$ cat src/rtl/sbg_pkg.sv
package sbg_pkg;
    localparam int BLK_SHIFT    = 9;
    localparam int WORD_BITS    = 32;
    localparam int OFF_CTL      = 0;
    localparam int OFF_STAT     = 1;
    localparam int OFF_MAP      = 2;
    localparam int CTL_LOCK_BIT = 0;
    localparam int CTL_INV_BIT  = 30;
    localparam int CTL_DIS_BIT  = 31;

    typedef enum logic [1:0] {
        KIND_READ  = 2'd0,
        KIND_WRITE = 2'd1,
        KIND_FETCH = 2'd2
    } acc_kind_e;

    typedef struct packed {
        logic lock;
        logic inv;
        logic dis;
    } ctl_t;
endpackage

$ cat src/rtl/sbg_regs.sv
module sbg_regs
    import sbg_pkg::*;
#(
    parameter int NBLK   = 64,
    parameter int REG_AW = 2
) (
    input  logic              clk,
    input  logic              rst_n,
    input  logic              reg_wr,
    input  logic [REG_AW-1:0] reg_addr,
    input  logic [31:0]       reg_wdata,
    output logic [31:0]       reg_rdata,
    input  logic              illegal_evt,
    output ctl_t              ctl,
    output logic [NBLK-1:0]   bitmap,
    output logic              illegal_pulse
);
    localparam int NWORDS = NBLK / WORD_BITS;

    typedef struct packed {
        ctl_t            ctl;
        logic            flag;
        logic            pulse;
        logic [NBLK-1:0] map;
    } state_t;

    state_t st_d, st_q;

    always_comb begin
        st_d       = st_q;
        st_d.pulse = illegal_evt;
        if (reg_wr && reg_addr == REG_AW'(OFF_CTL) && !st_q.ctl.lock) begin
            st_d.ctl.lock = reg_wdata[CTL_LOCK_BIT];
            st_d.ctl.inv  = reg_wdata[CTL_INV_BIT];
            st_d.ctl.dis  = reg_wdata[CTL_DIS_BIT];
        end
        if (reg_wr && reg_addr == REG_AW'(OFF_STAT) && reg_wdata[0]) begin
            st_d.flag = 1'b0;
        end
        if (illegal_evt) begin
            st_d.flag = 1'b1;
        end
        for (int w = 0; w < NWORDS; w++) begin
            if (reg_wr && reg_addr == REG_AW'(OFF_MAP + w)) begin
                st_d.map[w*WORD_BITS +: WORD_BITS] = reg_wdata;
            end
        end
    end

    always_ff @(posedge clk or negedge rst_n) begin
        if (!rst_n) begin
            st_q <= '0;
        end else begin
            st_q <= st_d;
        end
    end

    always_comb begin
        reg_rdata = '0;
        if (reg_addr == REG_AW'(OFF_CTL)) begin
            reg_rdata[CTL_LOCK_BIT] = st_q.ctl.lock;
            reg_rdata[CTL_INV_BIT]  = st_q.ctl.inv;
            reg_rdata[CTL_DIS_BIT]  = st_q.ctl.dis;
        end else if (reg_addr == REG_AW'(OFF_STAT)) begin
            reg_rdata[0] = st_q.flag;
        end else begin
            for (int w = 0; w < NWORDS; w++) begin
                if (reg_addr == REG_AW'(OFF_MAP + w)) begin
                    reg_rdata = st_q.map[w*WORD_BITS +: WORD_BITS];
                end
            end
        end
    end

    assign ctl           = st_q.ctl;
    assign bitmap        = st_q.map;
    assign illegal_pulse = st_q.pulse;
endmodule

$ cat src/rtl/sbg_decide.sv
module sbg_decide
    import sbg_pkg::*;
#(
    parameter int NBLK = 64,
    parameter int BW   = 6
) (
    input  logic            acc_valid,
    input  logic [BW-1:0]   blk_idx,
    input  logic [1:0]      acc_kind,
    input  logic            acc_secure,
    input  logic [NBLK-1:0] bitmap,
    input  ctl_t            ctl,
    input  logic [31:0]     mem_rdata,
    output logic            blk_is_sec,
    output logic            acc_blocked,
    output logic            mem_req,
    output logic [31:0]     acc_rdata,
    output logic            clk_secure
);
    logic is_fetch;
    logic illegal;

    always_comb begin
        blk_is_sec = bitmap[blk_idx];
        is_fetch   = (acc_kind == KIND_FETCH);
        illegal    = 1'b0;
        if (!acc_secure && blk_is_sec) begin
            illegal = 1'b1;
        end else if (acc_secure && !blk_is_sec) begin
            illegal = is_fetch || !ctl.dis;
        end
        acc_blocked = acc_valid && illegal;
        mem_req     = acc_valid && !illegal;
        acc_rdata   = illegal ? 32'h0 : mem_rdata;
        clk_secure  = (|bitmap) ^ ctl.inv;
    end
endmodule

$ cat src/rtl/sram_blk_guard.sv
module sram_blk_guard
    import sbg_pkg::*;
#(
    parameter int SRAM_BYTES = 32768
) (
    input  logic                          clk,
    input  logic                          rst_n,
    input  logic                          reg_wr,
    input  logic [$clog2(2+SRAM_BYTES/16384)-1:0] reg_addr,
    input  logic [31:0]                   reg_wdata,
    output logic [31:0]                   reg_rdata,
    input  logic                          acc_valid,
    input  logic [$clog2(SRAM_BYTES)-1:0] acc_addr,
    input  logic [1:0]                    acc_kind,
    input  logic                          acc_secure,
    input  logic [31:0]                   acc_wdata,
    output logic [31:0]                   acc_rdata,
    output logic                          acc_blocked,
    output logic                          illegal_pulse,
    output logic                          mem_req,
    output logic [$clog2(SRAM_BYTES)-1:0] mem_addr,
    output logic [1:0]                    mem_kind,
    output logic [31:0]                   mem_wdata,
    input  logic [31:0]                   mem_rdata,
    output logic                          clk_secure
);
    localparam int AW     = $clog2(SRAM_BYTES);
    localparam int NBLK   = SRAM_BYTES >> BLK_SHIFT;
    localparam int BW     = AW - BLK_SHIFT;
    localparam int NWORDS = NBLK / WORD_BITS;
    localparam int REG_AW = $clog2(OFF_MAP + NWORDS);

    ctl_t            ctl;
    logic [NBLK-1:0] bitmap;
    logic            blk_is_sec;
    logic            ctl_lock, ctl_inv, ctl_dis;

    sbg_regs #(.NBLK(NBLK), .REG_AW(REG_AW)) regs_i (
        .clk           (clk),
        .rst_n         (rst_n),
        .reg_wr        (reg_wr),
        .reg_addr      (reg_addr),
        .reg_wdata     (reg_wdata),
        .reg_rdata     (reg_rdata),
        .illegal_evt   (acc_blocked),
        .ctl           (ctl),
        .bitmap        (bitmap),
        .illegal_pulse (illegal_pulse)
    );

    sbg_decide #(.NBLK(NBLK), .BW(BW)) decide_i (
        .acc_valid   (acc_valid),
        .blk_idx     (acc_addr[AW-1:BLK_SHIFT]),
        .acc_kind    (acc_kind),
        .acc_secure  (acc_secure),
        .bitmap      (bitmap),
        .ctl         (ctl),
        .mem_rdata   (mem_rdata),
        .blk_is_sec  (blk_is_sec),
        .acc_blocked (acc_blocked),
        .mem_req     (mem_req),
        .acc_rdata   (acc_rdata),
        .clk_secure  (clk_secure)
    );

    assign ctl_lock  = ctl.lock;
    assign ctl_inv   = ctl.inv;
    assign ctl_dis   = ctl.dis;
    assign mem_addr  = acc_addr;
    assign mem_kind  = acc_kind;
    assign mem_wdata = acc_wdata;
endmodule

$ cat config.mk
export PLATFORM = sky130hd
export DESIGN_NAME = sram_blk_guard
export DESIGN_NICKNAME = d
export VERILOG_FILES = /design/src/rtl/sbg_pkg.sv /design/src/rtl/sbg_regs.sv /design/src/rtl/sbg_decide.sv /design/src/rtl/sram_blk_guard.sv
export SDC_FILE = /design/constraint.sdc
export NUM_CORES = 1
export LEC_CHECK = 0
export BUFFER_PORTS_ARGS = -buffer_cell sky130_fd_sc_hd__buf_2
export CORE_ASPECT_RATIO = 0.6
export CORE_MARGIN = 5
export CORE_UTILIZATION = 42
export DETAILED_ROUTE_END_ITERATION = 10
export HOLD_SLACK_MARGIN = 0.03
export PLACE_DENSITY = 0.78
export SLEW_MARGIN = 25
export SYNTH_ARGS = -nofsm -noshare
export SYNTH_HDL_FRONTEND = slang
export SYNTH_SLANG_ARGS = --single-unit
$ cat constraint.sdc
create_clock -name clk -period 1.73 [get_ports clk]
set_input_delay 0.173 -clock clk [delete_from_list [all_inputs] [get_ports clk]]
set_output_delay 0.173 -clock clk [all_outputs]
set_load 0.005 [all_outputs]
==> impl_metrics.toml, run 1 <==
[synthesis]
yosys.area_share.adder_pct = 0
synthArstFlopShare_pct = 100
synth.most_common_cell = "dfrtp_1"
synth_edf_count = 0
avgSynthCellArea_sq_um = 10.8
yosysTopAreaCellShare_pct = 37.8
synth_compound_area_share_pct = 4.66
yosysTopAreaCell = "dfrtp_1"
synthSimpleGateAreaFrac_pct = 15.3
muxShareOfSynthArea_pct = 30.8
synth_top_family_by_area = "multiplexers"
synth_seq_cells = 69
netlist_area_sq_um = 4570
synth_common_cells = "69 x dfrtp_1, 67 x nor2b_1, 66 x mux2_2"
synth.yosys.seq_area_share_pct = 37.8
synth_xor_area_share_pct = 0.192
yosys_warnings = 0
synth_nets = 541
synthFlopType = "dfrtp_1"
synth_cell_types = 35
synthTopCellsByArea = "dfrtp_1 38%, mux2_2 16%, mux2i_1 14%"
syn_inst = 421

[setup_path]
rrSetupSlack_ps = -20
rr_startpoint = "regs_i.bitmap[35]"
crit_start = "regs_i.bitmap[35]"
cp.buffers_inverters = 2
path_cells = "mux2i_1 > a22oi_1 > nand2_1 > o21ai_2 > nor4b_2 > and4bb_4 > buf_12 > nor2b_1 > buf_2"
crit_path_top_delay_cell = "dfrtp_1"
critPathKind = "reg2out"
max_stage_delay_ps = 390
startpoint_type = "flip-flop"
worst-path-max-fanout = 21
crit_arrival_ps = 2200
cp-end-kind = "output pin"
cp_top_family = "simple AND/OR/NAND/NOR gates"
cp.required_ps = 1560

[route]
drcViolationCount = 0
first_iter_violations = 267
vias = 3940
wl_per_cell_um = 19.0
vias_per_cell = 5.28
drt_pre_antenna_iters = 5
antenna_left = 0
routed_wl_um = 14200

[sta]
period_share_pct = 137
maxSlewHeadroom_pct = 71.2
fin_crit_ps = 2370
setup_viol_count_final = 36
hold_viol = 0
worst_pin_slew_ps = 432
layout_setup_ws_ps = -643
max_freq_mhz = 421
skew_ps = 4.52
finalSetupTns_ps = -21380
hold_slack_ps = 78.0
rsz0062_at_grt = "yes"
maxSlewViolCount = 0

[floorplanning]
ios = 237
rows = 29
core_sq_um = 10600
die_h_um = 90.8
dieArea_sq_um = 13100
initial_core_util_pct = 43.1
die_w_um = 145

[global_routing]
grt_pass1_vias = 4169
grt_max_degree = 70
track_usage_pct = 21.8
antenna_found_initial = 0
grt_pass1_wl_um = 22300
grt_overflow = 0

[placed_design]
dpl_worst_slack_ps = -458
numPortBuffers = 154
dp_hpwl_um = 10800
gp_congestion = 0.953
dp.cells = 720

[run_status]
violations = "negative setup slack"
status = "complete, but fails checks"

[power_and_ir_drop]
p_per_area_nw_per_um2 = 993
irDropWorstVdd_uv = 626
p_leak_nw = 3.08

[clock_tree]
tritoncts = "done"
path_clk_slew_ps = 60
cts.sinks = 69
clock-root-buffer = "clkbuf_16"
insertion_delay_ps = 340
cts_made_buffers = 9
htreeDepth = 3
ctsLongestPathBuffers = 2

[final_layout]
diodes = 0
fillers = 902
fin_cells = 746
drive_gt1_share_pct = 57.5
nets = 722
syn_to_final_growth_pct = 35.5

[run]
max_cap_violations = 0

[worst_hold_path]
worstHoldStart = "reg_wdata[13]"
hold_class = "in2reg"
-- stage by stage --
step                instance area, sq um  total power, mW  util, %
global placement                    5710             4.19     53.9
global route                        6190             6.45     58.4
CTS                                 6100             6.08     57.6
detailed placement                  5710             4.28     53.9
finish                              6190             6.14     58.4
floorplan                           4610             3.24        -
-- layout make-up --
class                           count  area (sq um)  share of cell area [%]
Multi-Input combinational cell    277          2470                    39.9
Sequential cell                    69          1730                    27.9
Timing Repair Buffer              243          1530                    24.7
Clock buffer                       12           256                    4.15
Tap cell                          139           174                    2.81
Clock inverter                      4          22.5                   0.364
Inverter                            2          7.51                   0.121
-- state kept, by name, indices dropped and copies added (netlist names) --
signal and count:
regs_i.bitmap 64, regs_i.illegal_pulse 1, regs_i.ctl 3, regs_i.st_q 1
-- timing repair --
action                     in CTS  in global routing
setup endpoints to repair      36                 37
gates resized for setup         9                 11
buffers inserted                7                  4
hold buffers                    1                  0
pin swaps                       7                 10
hold endpoints to repair       69                  0
-- report_power, final --
group | internal, mW | switching, mW
Clock | 1.04 | 0.689
Sequential | 1.93 | 0.295
Combinational | 1.25 | 0.945
-- cell families (layout without fill, tap and decap cells) --
logic type             Yosys count  in the layout
multiplexers                   131            131
AND/OR/NAND/NOR                114            114
buffers and inverters           75            261
flip-flops                      69             69
AO/OA/AOI/OAI                   31             31
XOR/XNOR                         1              1
-- routing by layer --
layer  vias to the layer above  track usage (%)  part of all wire [%]
met2                       146             31.5                    45
met3                        20             6.56                   7.7
met4                         0             5.36                   1.4
met5                         -                0                     0
met1                      1950             31.8                    46
li1                       1824                -                     -
-- cells in the final DEF (no fill, tap or decap), types with 3 or more instances in the layout --
| cell type | Yosys | layout |
|---|---|---|
| a22oi_1 | 16 | 16 |
| buf_12 | 0 | 7 |
| buf_2 | 1 | 154 |
| buf_4 | 50 | 81 |
| clkbuf_16 | 0 | 9 |
| clkinv_2 | 0 | 3 |
| dfrtp_1 | 69 | 68 |
| mux2_2 | 66 | 66 |
| mux2i_1 | 64 | 64 |
| nand2_1 | 8 | 8 |
| nand3_1 | 5 | 5 |
| nand4_1 | 4 | 4 |
| nor2_1 | 3 | 3 |
| nor2b_1 | 67 | 57 |
| nor2b_2 | 0 | 3 |
| nor2b_4 | 0 | 7 |
| nor4_1 | 17 | 12 |
| nor4_2 | 0 | 3 |
| o21ai_0 | 4 | 4 |
| o21ai_2 | 0 | 4 |
-- worst paths after layout --
| path | endpoint | depth (start not counted) |
|---|---|---|
| max | acc_rdata[14] | 9 |
| min | regs_i.bitmap[45] | 2 |
| max reg2reg | regs_i.st_q[65] | 7 |
| min reg2reg | regs_i.ctl[2] | 1 |
| max in group asynchronous | regs_i.bitmap[5] | 3 |
| min in group asynchronous | regs_i.bitmap[51] | 3 |
-- worst reg2reg max path, stage by stage, from the launching register on --
cell and delay (ps):
dfrtp_1 390, mux2i_1 100, a22oi_1 230, nand2_1 110
o21ai_2 230, or3_1 170, a21oi_2 60, a311o_1 320
Power figures use the tool's default switching activity.
==> run 2: changes to the inputs <==
--- a/config.mk
+++ b/config.mk
@@ -11,7 +11,8 @@
 export CORE_UTILIZATION = 42
 export DETAILED_ROUTE_END_ITERATION = 10
 export HOLD_SLACK_MARGIN = 0.03
-export PLACE_DENSITY = 0.78
+export PLACE_DENSITY_LB_ADDON = 0.1
+export SKIP_LAST_GASP = 1
 export SLEW_MARGIN = 25
 export SYNTH_ARGS = -nofsm -noshare
 export SYNTH_HDL_FRONTEND = slang
==> run 2 against run 1 <==
The flow still finishes with violations (negative setup slack). Sequential cell count stayed put. Wire length increased by 5.8%. Clock skew is 1.4 ps lower. Cell count increased by 0.94%. Utilization rose by 1.1 points. Critical path depth is the same. Clock power barely moved. Sequential share of layout area decreased by 0.53 points. Design area up 1.9%. Register-to-register slack got worse by 100 ps. Largest power group is now combinational logic. Non-clock buffer count is 6 higher. Combinational power up 8%.
==> impl_metrics.toml, run 2 (synthesis gave the netlist of run 1 again) <==
[placed_design]
dp_hpwl_um = 11200
gp_congestion = 0.835
dpl_worst_slack_ps = -631
numPortBuffers = 154

[floorplanning]
core_sq_um = 10600
initial_core_util_pct = 43.1
die_h_um = 90.8
die_w_um = 145
rows = 29
dieArea_sq_um = 13100
ios = 237

[final_layout]
drive_gt1_share_pct = 58.5
nets = 730
seq_area_sq_um = 1730
fillers = 942
utilization_pct = 59.5
final_common_cell = "buf_2"
largest_register_ff_count = 64
final_cell_mix = "154 x buf_2, 88 x buf_4, 69 x dfrtp_1"
syn_to_final_growth_pct = 38.0
diodes = 0
multi_input_area_sq_um = 2550

[global_routing]
grt_overflow = 0
grt_pass1_vias = 4141
grt_pass1_wl_um = 23400
grt_max_degree = 70
track_usage_pct = 22.9
antenna_found_initial = 0

[sta]
maxSlewViolCount = 0
rsz0062_at_grt = "yes"
period_share_pct = 143
layout_setup_ws_ps = -749
hold_slack_ps = 86.8
maxSlewHeadroom_pct = 60.7
skew_ps = 3.09
fin_crit_ps = 2480
worst_pin_slew_ps = 588
hold_viol = 0
setup_viol_count_final = 37
max_freq_mhz = 403

[clock_tree]
clock-root-buffer = "clkbuf_16"
tritoncts = "done"
path_clk_slew_ps = 50
cts.sinks = 69
cts_made_buffers = 9
htreeDepth = 3
ctsLongestPathBuffers = 2
insertion_delay_ps = 330

[route]
vias_per_cell = 5.24
drt_pre_antenna_iters = 4
wl_per_cell_um = 19.9
routed_wl_um = 15000
antenna_left = 0
drcViolationCount = 0
first_iter_violations = 286
vias = 3948

[setup_path]
crit_arrival_ps = 2310
worst-path-max-fanout = 9
cp-end-kind = "output pin"
critPathKind = "reg2out"
ff2ff_path_depth = 8
startpoint_type = "flip-flop"
cp.required_ps = 1560

[power_and_ir_drop]
p_per_area_nw_per_um2 = 995
p_leak_nw = 3.10
irDropWorstVdd_uv = 585

[run_status]
status = "complete, but fails checks"
violations = "negative setup slack"

[run]
max_cap_violations = 0

[worst_hold_path]
hold_depth = 2
hold_class = "in2reg"
[run 2: cell count changes in the layout (fill, tap and decap cells not counted), moves of 4 or more]
cell / delta
mux2i_1: -6
buf_4: +7
mux2i_2: +6
nor2b_1: +6
nor2b_4: -4
[run 2: routing by layer]
metal	vias up	GRT usage, %	routed length, um
met2	140	33.9	6730
met5	-	0	0
li1	1846	-	-
met1	1936	33.0	6880
met4	0	5.98	238
met3	26	6.24	1160
[run 2: power by group]
part,switching [mW],leakage [nW],internal [mW]
logic,1.05,2.15,1.31
clock network,0.656,0.139,1.08
registers,0.244,0.813,1.93
total,1.95,3.10,4.32
[run 2: worst max-delay path, stage by stage, from the launching register on]
cell,delay [ps]
dfrtp_1,390
mux2i_2,210
a22oi_1,130
nand3_1,150
o21ai_4,100
o211ai_1,340
and4bb_4,330
buf_12,130
nor2b_2,40
buf_2,130
[run 2: repair_timing]
item                       CTS  global route
setup endpoints to repair   37            37
hold endpoints to repair    69             0
cloned                       1             1
gates resized for setup     13            20
pin swaps                    6            12
hold buffers                 1             0
setup buffers                6             2
[run 2: metrics by stage]
step	cell area [sq um]	total power [mW]	cells	TNS (ps)
after floorplan	4610	3.24	421	-986
after global routing	6300	6.62	753	-28260
after global placement	5730	4.26	727	-21070
after detailed placement	5730	4.30	727	-21970
final	6300	6.27	753	-25270
after CTS	6170	6.19	750	-25070
[run 2: final cells by class]
cell class	count	share of cell area (%)
inverters	2	0.119
clock buffers	14	4.35
well taps	139	2.76
repair buffers	249	24.8
clock inverters	1	0.0794
flip-flops and latches	69	27.4
multi-input cells	279	40.5
[run 2: final timing paths]
path,endpoint,start,slack (ps)
worst max register to register,regs_i.st_q[65],regs_i.bitmap[3],-120
worst min-delay path,regs_i.bitmap[27],reg_wdata[27],90
min in group asynchronous,regs_i.bitmap[41],rst_n,360
worst max-delay path,acc_rdata[15],regs_i.bitmap[28],-750
worst min register to register,regs_i.ctl[2],regs_i.ctl[2],530
max in group asynchronous,regs_i.bitmap[46],rst_n,1010
